==> config.mk <==
export PLATFORM = sky130hd
export DESIGN_NAME = rsg_por_stretch
export DESIGN_NICKNAME = d
export VERILOG_FILES = /design/src/rtl/rsg_pkg.sv /design/src/rtl/rsg_sync.sv /design/src/rtl/rsg_timer.sv /design/src/rtl/rsg_por_stretch.sv
export SDC_FILE = /design/constraint.sdc
export NUM_CORES = 1
export LEC_CHECK = 0
export BUFFER_PORTS_ARGS = -buffer_cell sky130_fd_sc_hd__buf_2
export CORE_MARGIN = 1.5
export CORE_UTILIZATION = 45
export DETAILED_ROUTE_END_ITERATION = 8
export GPL_TIMING_DRIVEN = 1
export PLACE_DENSITY_LB_ADDON = 0.25
export SYNTH_ARGS = -nofsm -noshare
export SYNTH_HDL_FRONTEND = slang
export SYNTH_SLANG_ARGS = --single-unit
==> constraint.sdc <==
create_clock -name clk_i -period 1.9 [get_ports clk_i]
set_input_delay 0.095 -clock clk_i [delete_from_list [all_inputs] [get_ports clk_i]]
set_output_delay 0.095 -clock clk_i [all_outputs]
set_load 0.03 [all_outputs]
==> src/rtl/rsg_pkg.sv <==
package rsg_pkg;

  // Counter width able to hold the value n (at least one bit).
  function automatic int unsigned cnt_bits(input int unsigned n);
    return (n < 2) ? 1 : $clog2(n + 1);
  endfunction

  // 70 us at a 50 MHz clock.
  localparam int unsigned RSG_DEFAULT_PULSE = 3500;
  localparam int unsigned RSG_DEFAULT_SYNC  = 2;

endpackage

==> src/rtl/rsg_sync.sv <==
module rsg_sync #(
  parameter int unsigned STAGES = rsg_pkg::RSG_DEFAULT_SYNC
) (
  input  logic clk_i,
  input  logic d_i,
  output logic q_o
);

  // Power-up value 0: the line is treated as low until sampled high.
  logic [STAGES-1:0] chain = '0;

  genvar g;
  generate
    for (g = 0; g < STAGES; g++) begin : g_stage
      if (g == 0) begin : g_first
        always_ff @(posedge clk_i) chain[0] <= d_i;
      end else begin : g_next
        always_ff @(posedge clk_i) chain[g] <= chain[g-1];
      end
    end
  endgenerate

  assign q_o = chain[STAGES-1];

endmodule

==> src/rtl/rsg_timer.sv <==
module rsg_timer #(
  parameter int unsigned PULSE_CYCLES = rsg_pkg::RSG_DEFAULT_PULSE
) (
  input  logic clk_i,
  input  logic line_i,
  output logic rst_o,
  output logic rst_n_o
);

  localparam int unsigned W    = rsg_pkg::cnt_bits(PULSE_CYCLES);
  localparam logic [W-1:0] FULL = W'(PULSE_CYCLES);
  localparam logic [W-1:0] ONE  = W'(1);

  logic [W-1:0] cnt    = FULL;
  logic         rst_q  = 1'b1;
  logic         rstn_q = 1'b0;
  logic         warm   = 1'b0;

  always_ff @(posedge clk_i) begin
    warm <= 1'b1;
    if (!line_i) begin
      cnt <= FULL;
    end else if (cnt != '0) begin
      cnt <= cnt - ONE;
    end
    rst_q  <= !line_i || (cnt != '0);
    rstn_q <= line_i && (cnt == '0);
  end

  assign rst_o   = rst_q;
  assign rst_n_o = rstn_q;

  AST_COMPLEMENT: assert property (@(posedge clk_i) disable iff (!warm)
    rst_q != rstn_q);
  AST_HOLD_WHILE_LOW: assert property (@(posedge clk_i) disable iff (!warm)
    !line_i |=> rst_q);
  AST_RELOAD_ON_LOW: assert property (@(posedge clk_i) disable iff (!warm)
    !line_i |=> (cnt == FULL));
  AST_STEP_DOWN: assert property (@(posedge clk_i) disable iff (!warm)
    (line_i && cnt != '0) |=> (cnt == $past(cnt) - ONE));
  AST_RELEASE_AT_ZERO: assert property (@(posedge clk_i) disable iff (!warm)
    $fell(rst_q) |-> ($past(cnt) == '0 && $past(line_i)));
  AST_STAY_RELEASED: assert property (@(posedge clk_i) disable iff (!warm)
    (!rst_q && line_i) |=> !rst_q);

endmodule

==> src/rtl/rsg_por_stretch.sv <==
module rsg_por_stretch #(
  parameter int unsigned PULSE_CYCLES = rsg_pkg::RSG_DEFAULT_PULSE,
  parameter int unsigned SYNC_STAGES  = rsg_pkg::RSG_DEFAULT_SYNC
) (
  input  logic clk_i,
  input  logic pwr_ok_i,
  output logic rst_o,
  output logic rst_n_o
);

  logic line_sync;

  rsg_sync #(.STAGES(SYNC_STAGES)) i_sync (
    .clk_i (clk_i),
    .d_i   (pwr_ok_i),
    .q_o   (line_sync)
  );

  rsg_timer #(.PULSE_CYCLES(PULSE_CYCLES)) i_timer (
    .clk_i   (clk_i),
    .line_i  (line_sync),
    .rst_o   (rst_o),
    .rst_n_o (rst_n_o)
  );

endmodule

==> results of run 1 <==
-- layout make-up --
class	instances	area, um2
Timing Repair Buffer	8	55.1
Fill cell	136	668
Tap cell	16	20.0
Inverter	6	22.5
Sequential cell	16	322
Clock buffer	4	36.3
Multi-Input combinational cell	53	365
-- what timing repair did --
item | CTS | global route
hold buffers | 1 | 0
endpoints found under the hold margin | 1 | 0
endpoints found under the setup margin | 0 | 2
gates resized for setup | 0 | 2
-- sequential cells by signal (all words and copies together), names as in the netlist --
name and count:
i_sync.chain 1, i_sync.q_o 1, i_timer.cnt 12, i_timer.rst_n_o 1
i_timer.rst_o 1
-- Yosys cell counts --
cell type,count,area share
nand2b_1,1,0.0089
or3_1,2,0.018
o21ai_0,1,0.0071
xor2_1,1,0.012
a211o_2,1,0.014
a31oi_1,2,0.018
or2_2,1,0.0089
xnor2_1,3,0.037
nand3b_1,2,0.021
and2_1,2,0.018
nand4b_1,1,0.012
mux2i_1,2,0.028
or4_4,2,0.032
a311oi_1,1,0.012
or4_1,1,0.011
a21oi_1,3,0.021
o211a_1,1,0.014
o31ai_1,1,0.011
nor2_1,1,0.0053
nor4_1,2,0.018
a211oi_1,1,0.011
nand3_1,5,0.035
nor4b_2,1,0.021
inv_1,6,0.032
and3_1,1,0.0089
nor3_1,4,0.028
clkbuf_1,1,0.0053
dfxtp_1,16,0.45
ha_1,2,0.035
nand2_1,8,0.042
-- kinds of logic (layout without fill, tap and decap cells) --
| kind of cell | after synthesis | after routing | share of synthesized area |
|---|---|---|---|
| adder cells (fa/ha/maj) | 2 | 2 | 0.0354 |
| buffers and inverters | 7 | 18 | 0.0372 |
| XOR/XNOR | 4 | 4 | 0.0496 |
| multiplexers | 2 | 2 | 0.0283 |
| flip-flops | 16 | 16 | 0.453 |
| AO/OA/AOI/OAI | 11 | 11 | 0.108 |
| AND/OR/NAND/NOR | 34 | 34 | 0.288 |
-- power groups by stage --
stage	clock network (mW)	registers, mW	logic (mW)
floorplan	0	0.371	0.0434
global placement	0	0.373	0.0571
detailed placement	0	0.374	0.0591
CTS	0.227	0.366	0.0612
global route	0.242	0.369	0.0687
finish	0.218	0.367	0.0615
-- cell usage in the layout (no fill, tap or decap), types with 3 or more instances in the layout --
master / count
dfxtp_1: 15
nand2_1: 8
inv_1: 6
nand3_1: 5
nor3_1: 4
buf_4: 4
a21oi_1: 3
xnor2_1: 3
clkbuf_4: 3
buf_2: 3
-- stage by stage --
stage | area, um2 | cells | util
2_1_floorplan | 707 | 76 | -
3_3_place_gp | 768 | 98 | 0.516
3_5_place_dp | 768 | 98 | 0.516
4_1_cts | 815 | 103 | 0.547
5_1_grt | 821 | 103 | 0.551
6_report | 821 | 103 | 0.551
-- worst paths after layout --
check	startpoint	to	slack, ns	cells after the start
hold / removal	i_sync.chain[0]$_DFF_P_	i_sync.q_o$_DFF_P_	0.33	0
setup / recovery	i_timer.cnt[3]$_SDFFE_PN1P_	i_timer.cnt[8]$_SDFFE_PN1P_	0.06	4
setup reg to reg	i_timer.cnt[3]$_SDFFE_PN1P_	i_timer.cnt[8]$_SDFFE_PN1P_	0.06	4
hold reg to reg	i_sync.chain[0]$_DFF_P_	i_sync.q_o$_DFF_P_	0.33	0
-- metal layers --
metal | up-vias | global-route usage | wire (um)
li1 | 295 | - | -
met5 | - | 0 | 0
met2 | 13 | 0.255 | 596
met4 | 0 | 0.0625 | 21
met1 | 268 | 0.202 | 649
met3 | 4 | 0.0776 | 58
==> results.yml, run 1 <==
floorplanning:
  die_area_mm2: 0.00182
  ioPinCount: 4
  start_util: 0.475
  rows: 14
  die_h_um: 42.6
  die_w_um: 42.6
  coreArea_mm2: 0.00149
critical_path:
  cp-start-kind: "flip-flop"
  cp_max_fo: 5
  max_stage_delay_ns: 0.55
  crit_buf_inv: 0
  critPathCaptureType: "flip-flop"
  critPathKind: "flip-flop to flip-flop"
  arrival_ns: 2.06
  critical-path-top-delay-family: "simple AND/OR/NAND/NOR gates"
  cp_slowest_cell: "or4_4"
  required_ns: 2.12
  critical_path.most_common_cell: "or4_4"
  path_cells: "or4_4 > or4_4 > or3_1 > nand3_1"
worst_hold_path:
  min_path_type: "flip-flop to flip-flop"
global_routing:
  grtUsageTotal: 0.167
  grt_max_degree: 16
  gr-total-overflow: 0
  grt_pass1_vias: 535
  antenna_found_initial: 0
  grt_pass1_wl_mm: 2.27
pwr:
  p_clk_frac: 0.337
  p_sw_frac: 0.229
  power_frac_seq: 0.568
  intPower_uw: 499
  powerDensity_mw_per_mm2: 788
  leakagePower_nw: 0.339
  p_total_uw: 647
  combPwrFrac: 0.095
  power.switching_uw: 148
  vdd_drop_max_uv: 514
clocking:
  cts_buffer_depth: 2
  ctsRootBufferMaster: "clkbuf_4"
  cts_tree: "built"
  cts_setup_buffers: 0
  htreeDepth: 1
  clk_pin_slew_ns: 0.09
  clkSinkCount: 16
  clock_latency_ns: 0.28
  cts_buffers: 3
cells_and_area:
  drive_gt1_frac: 0.207
  synthToLayoutAreaGrowth_pct: 16.1
  antenna_cells: 0
  layout.nets: 92
routing:
  drc: 0
  firstDrtPassIters: 5
  via_count: 580
  wl_mm: 1.33
  ant_nets: 0
  vias_per_cell: 5.63
  drt_iter0_drc: 26
  wl_per_cell_um: 12.9
timing:
  fin_crit_ns: 1.84
  setup_violations: 0
  rsz0062_at_grt: "false"
  finalSetupTns_ns: 0
  whs_ns: 0.335
  slew_viol_final: 0
  hold_violations: 0
  timing.final.ws_setup_ns: 0.0623
  worst_pin_slew_ns: 0.485
  max_freq_mhz: 544
  slew_headroom: 0.676
  skew_ns: 0.000735
  fin_crit_sh: 0.967
logic_synthesis:
  ys_seq_elements: 16
  synth.avg_cell_area_um2: 9.30
  syn_inst: 76
  synth-seq-area-share: 0.453
  synth_area_um2: 707
  synth_cell_types: 30
  syn_nets: 80
  yosysWarningCount: 0
placement:
  dp_hpwl_um: 896
  numPortBuffers: 3
  gp_congestion: 0.768
  place_ws_ns: 0.0980
run_status:
  outcome: "finished clean"
job:
  maxCapViolCount: 0
(Power assumes the default switching activity.)
==> run 2, diff against run 1 <==
--- a/config.mk
+++ b/config.mk
@@ -6,6 +6,7 @@
 export NUM_CORES = 1
 export LEC_CHECK = 0
 export BUFFER_PORTS_ARGS = -buffer_cell sky130_fd_sc_hd__buf_2
+export CORE_ASPECT_RATIO = 1.2
 export CORE_MARGIN = 1.5
 export CORE_UTILIZATION = 45
 export DETAILED_ROUTE_END_ITERATION = 8
==> run 2 against run 1 <==
Against the previous run:
- power up 0.97%
- critical path type unchanged
- clock power up 3%
- sequential share of layout area down 0.15 points
- highest routed layer unchanged
==> results.yml, run 2 (synthesis gave the netlist of run 1 again) <==
cells_and_area:
  layout_common_cells: "16 x dfxtp_1, 8 x nand2_1, 6 x inv_1"
  regMostFlops: "i_timer.cnt"
  synthToLayoutAreaGrowth_pct: 16.1
  fin_util: 0.568
  final_cells: 104
  design_area_um2: 821
  drive_gt1_frac: 0.195
  antenna_cells: 0
  layout.nets: 92
  largest_reg_flops: 12
  final_common_cell: "dfxtp_1"
critical_path:
  arrival_ns: 2.06
  cp_max_fo: 5
  critPathCaptureType: "flip-flop"
  cp-start-kind: "flip-flop"
  rrSetupSlack_ns: 0.07
  critPathKind: "flip-flop to flip-flop"
  required_ns: 2.13
placement:
  numPortBuffers: 3
  placed_cells: 99
  dp_hpwl_um: 914
  place_ws_ns: 0.101
  gp_congestion: 0.796
  place_area_um2: 769
routing:
  vias_per_cell: 5.60
  drt_iter0_drc: 17
  firstDrtPassIters: 4
  via_count: 582
  wl_per_cell_um: 12.4
  wl_mm: 1.29
  ant_nets: 0
  drc: 0
pwr:
  vdd_drop_max_uv: 535
  leakagePower_nw: 0.339
  power.switching_uw: 155
  p_clk_frac: 0.345
  power_frac_seq: 0.561
  combPwrFrac: 0.094
  intPower_uw: 498
  p_total_uw: 653
  powerDensity_mw_per_mm2: 796
  p_sw_frac: 0.238
clocking:
  clkSinkCount: 16
  cts_tree: "built"
  cts_setup_buffers: 0
  ctsRootBufferMaster: "clkbuf_4"
  cts_buffer_depth: 2
  clk_pin_slew_ns: 0.09
  htreeDepth: 1
  clock_latency_ns: 0.29
  cts_buffers: 3
timing:
  fin_crit_ns: 1.83
  finalSetupTns_ns: 0
  timing.final.ws_setup_ns: 0.0705
  slew_headroom: 0.670
  max_freq_mhz: 547
  whs_ns: 0.347
  skew_ns: 0.00347
  rsz0062_at_grt: "false"
  fin_crit_sh: 0.963
  hold_violations: 0
  worst_pin_slew_ns: 0.494
  slew_viol_final: 0
  setup_violations: 0
floorplanning:
  start_util: 0.489
  rows: 15
  die_h_um: 46.4
  coreArea_mm2: 0.00145
  die_w_um: 39.2
  ioPinCount: 4
  die_area_mm2: 0.00182
global_routing:
  grtUsageTotal: 0.166
  antenna_found_initial: 0
  grt_pass1_wl_mm: 2.07
  gr-total-overflow: 0
  grt_max_degree: 16
  grt_pass1_vias: 480
worst_hold_path:
  min_path_type: "flip-flop to flip-flop"
run_status:
  outcome: "finished clean"
job:
  maxCapViolCount: 0
-- run 2: cell counts in the layout (fill, tap and decap cells not counted) --
Identical to the previous run, type by type.
-- run 2: power groups by stage --
stage | clock, mW | combinational, mW | sequential [mW]
after floorplan | 0 | 0.0434 | 0.371
after global placement | 0 | 0.0578 | 0.374
after detailed placement | 0 | 0.0592 | 0.375
after CTS | 0.229 | 0.0615 | 0.367
after global routing | 0.242 | 0.0689 | 0.369
final | 0.225 | 0.0613 | 0.367
-- run 2: routing by layer --
layer | global-route usage | share of wire
met4 | 0.0828 | 0.023
met5 | 0 | 0
met1 | 0.212 | 0.47
met2 | 0.263 | 0.48
met3 | 0.0290 | 0.027
-- run 2: area by class of cell --
class / count / area [um2]
Multi-Input combinational cell: 53 / 365
Timing Repair Buffer: 8 / 55.1
Clock buffer: 4 / 36.3
Sequential cell: 16 / 320
Inverter: 6 / 22.5
Tap cell: 17 / 21.3
Fill cell: 127 / 624
-- run 2: repair_timing --
item	4_1_cts	5_1_grt
resized for setup	0	1
hold buffers	1	0
hold endpoints to repair	1	0
setup endpoints to repair	0	1
-- run 2: critical path: stages, from the launching register on --
cell	delay (ns)
dfxtp_1	0.36
or4_4	0.56
or4_4	0.46
or3_1	0.32
nand3_1	0.08
-- run 2: final timing paths --
check,startpoint,end,cells past startpoint
max,i_timer.cnt[3]$_SDFFE_PN1P_,i_timer.cnt[8]$_SDFFE_PN1P_,4
min,i_sync.chain[0]$_DFF_P_,i_sync.q_o$_DFF_P_,0
max reg2reg,i_timer.cnt[3]$_SDFFE_PN1P_,i_timer.cnt[8]$_SDFFE_PN1P_,4
min reg2reg,i_sync.chain[0]$_DFF_P_,i_sync.q_o$_DFF_P_,0
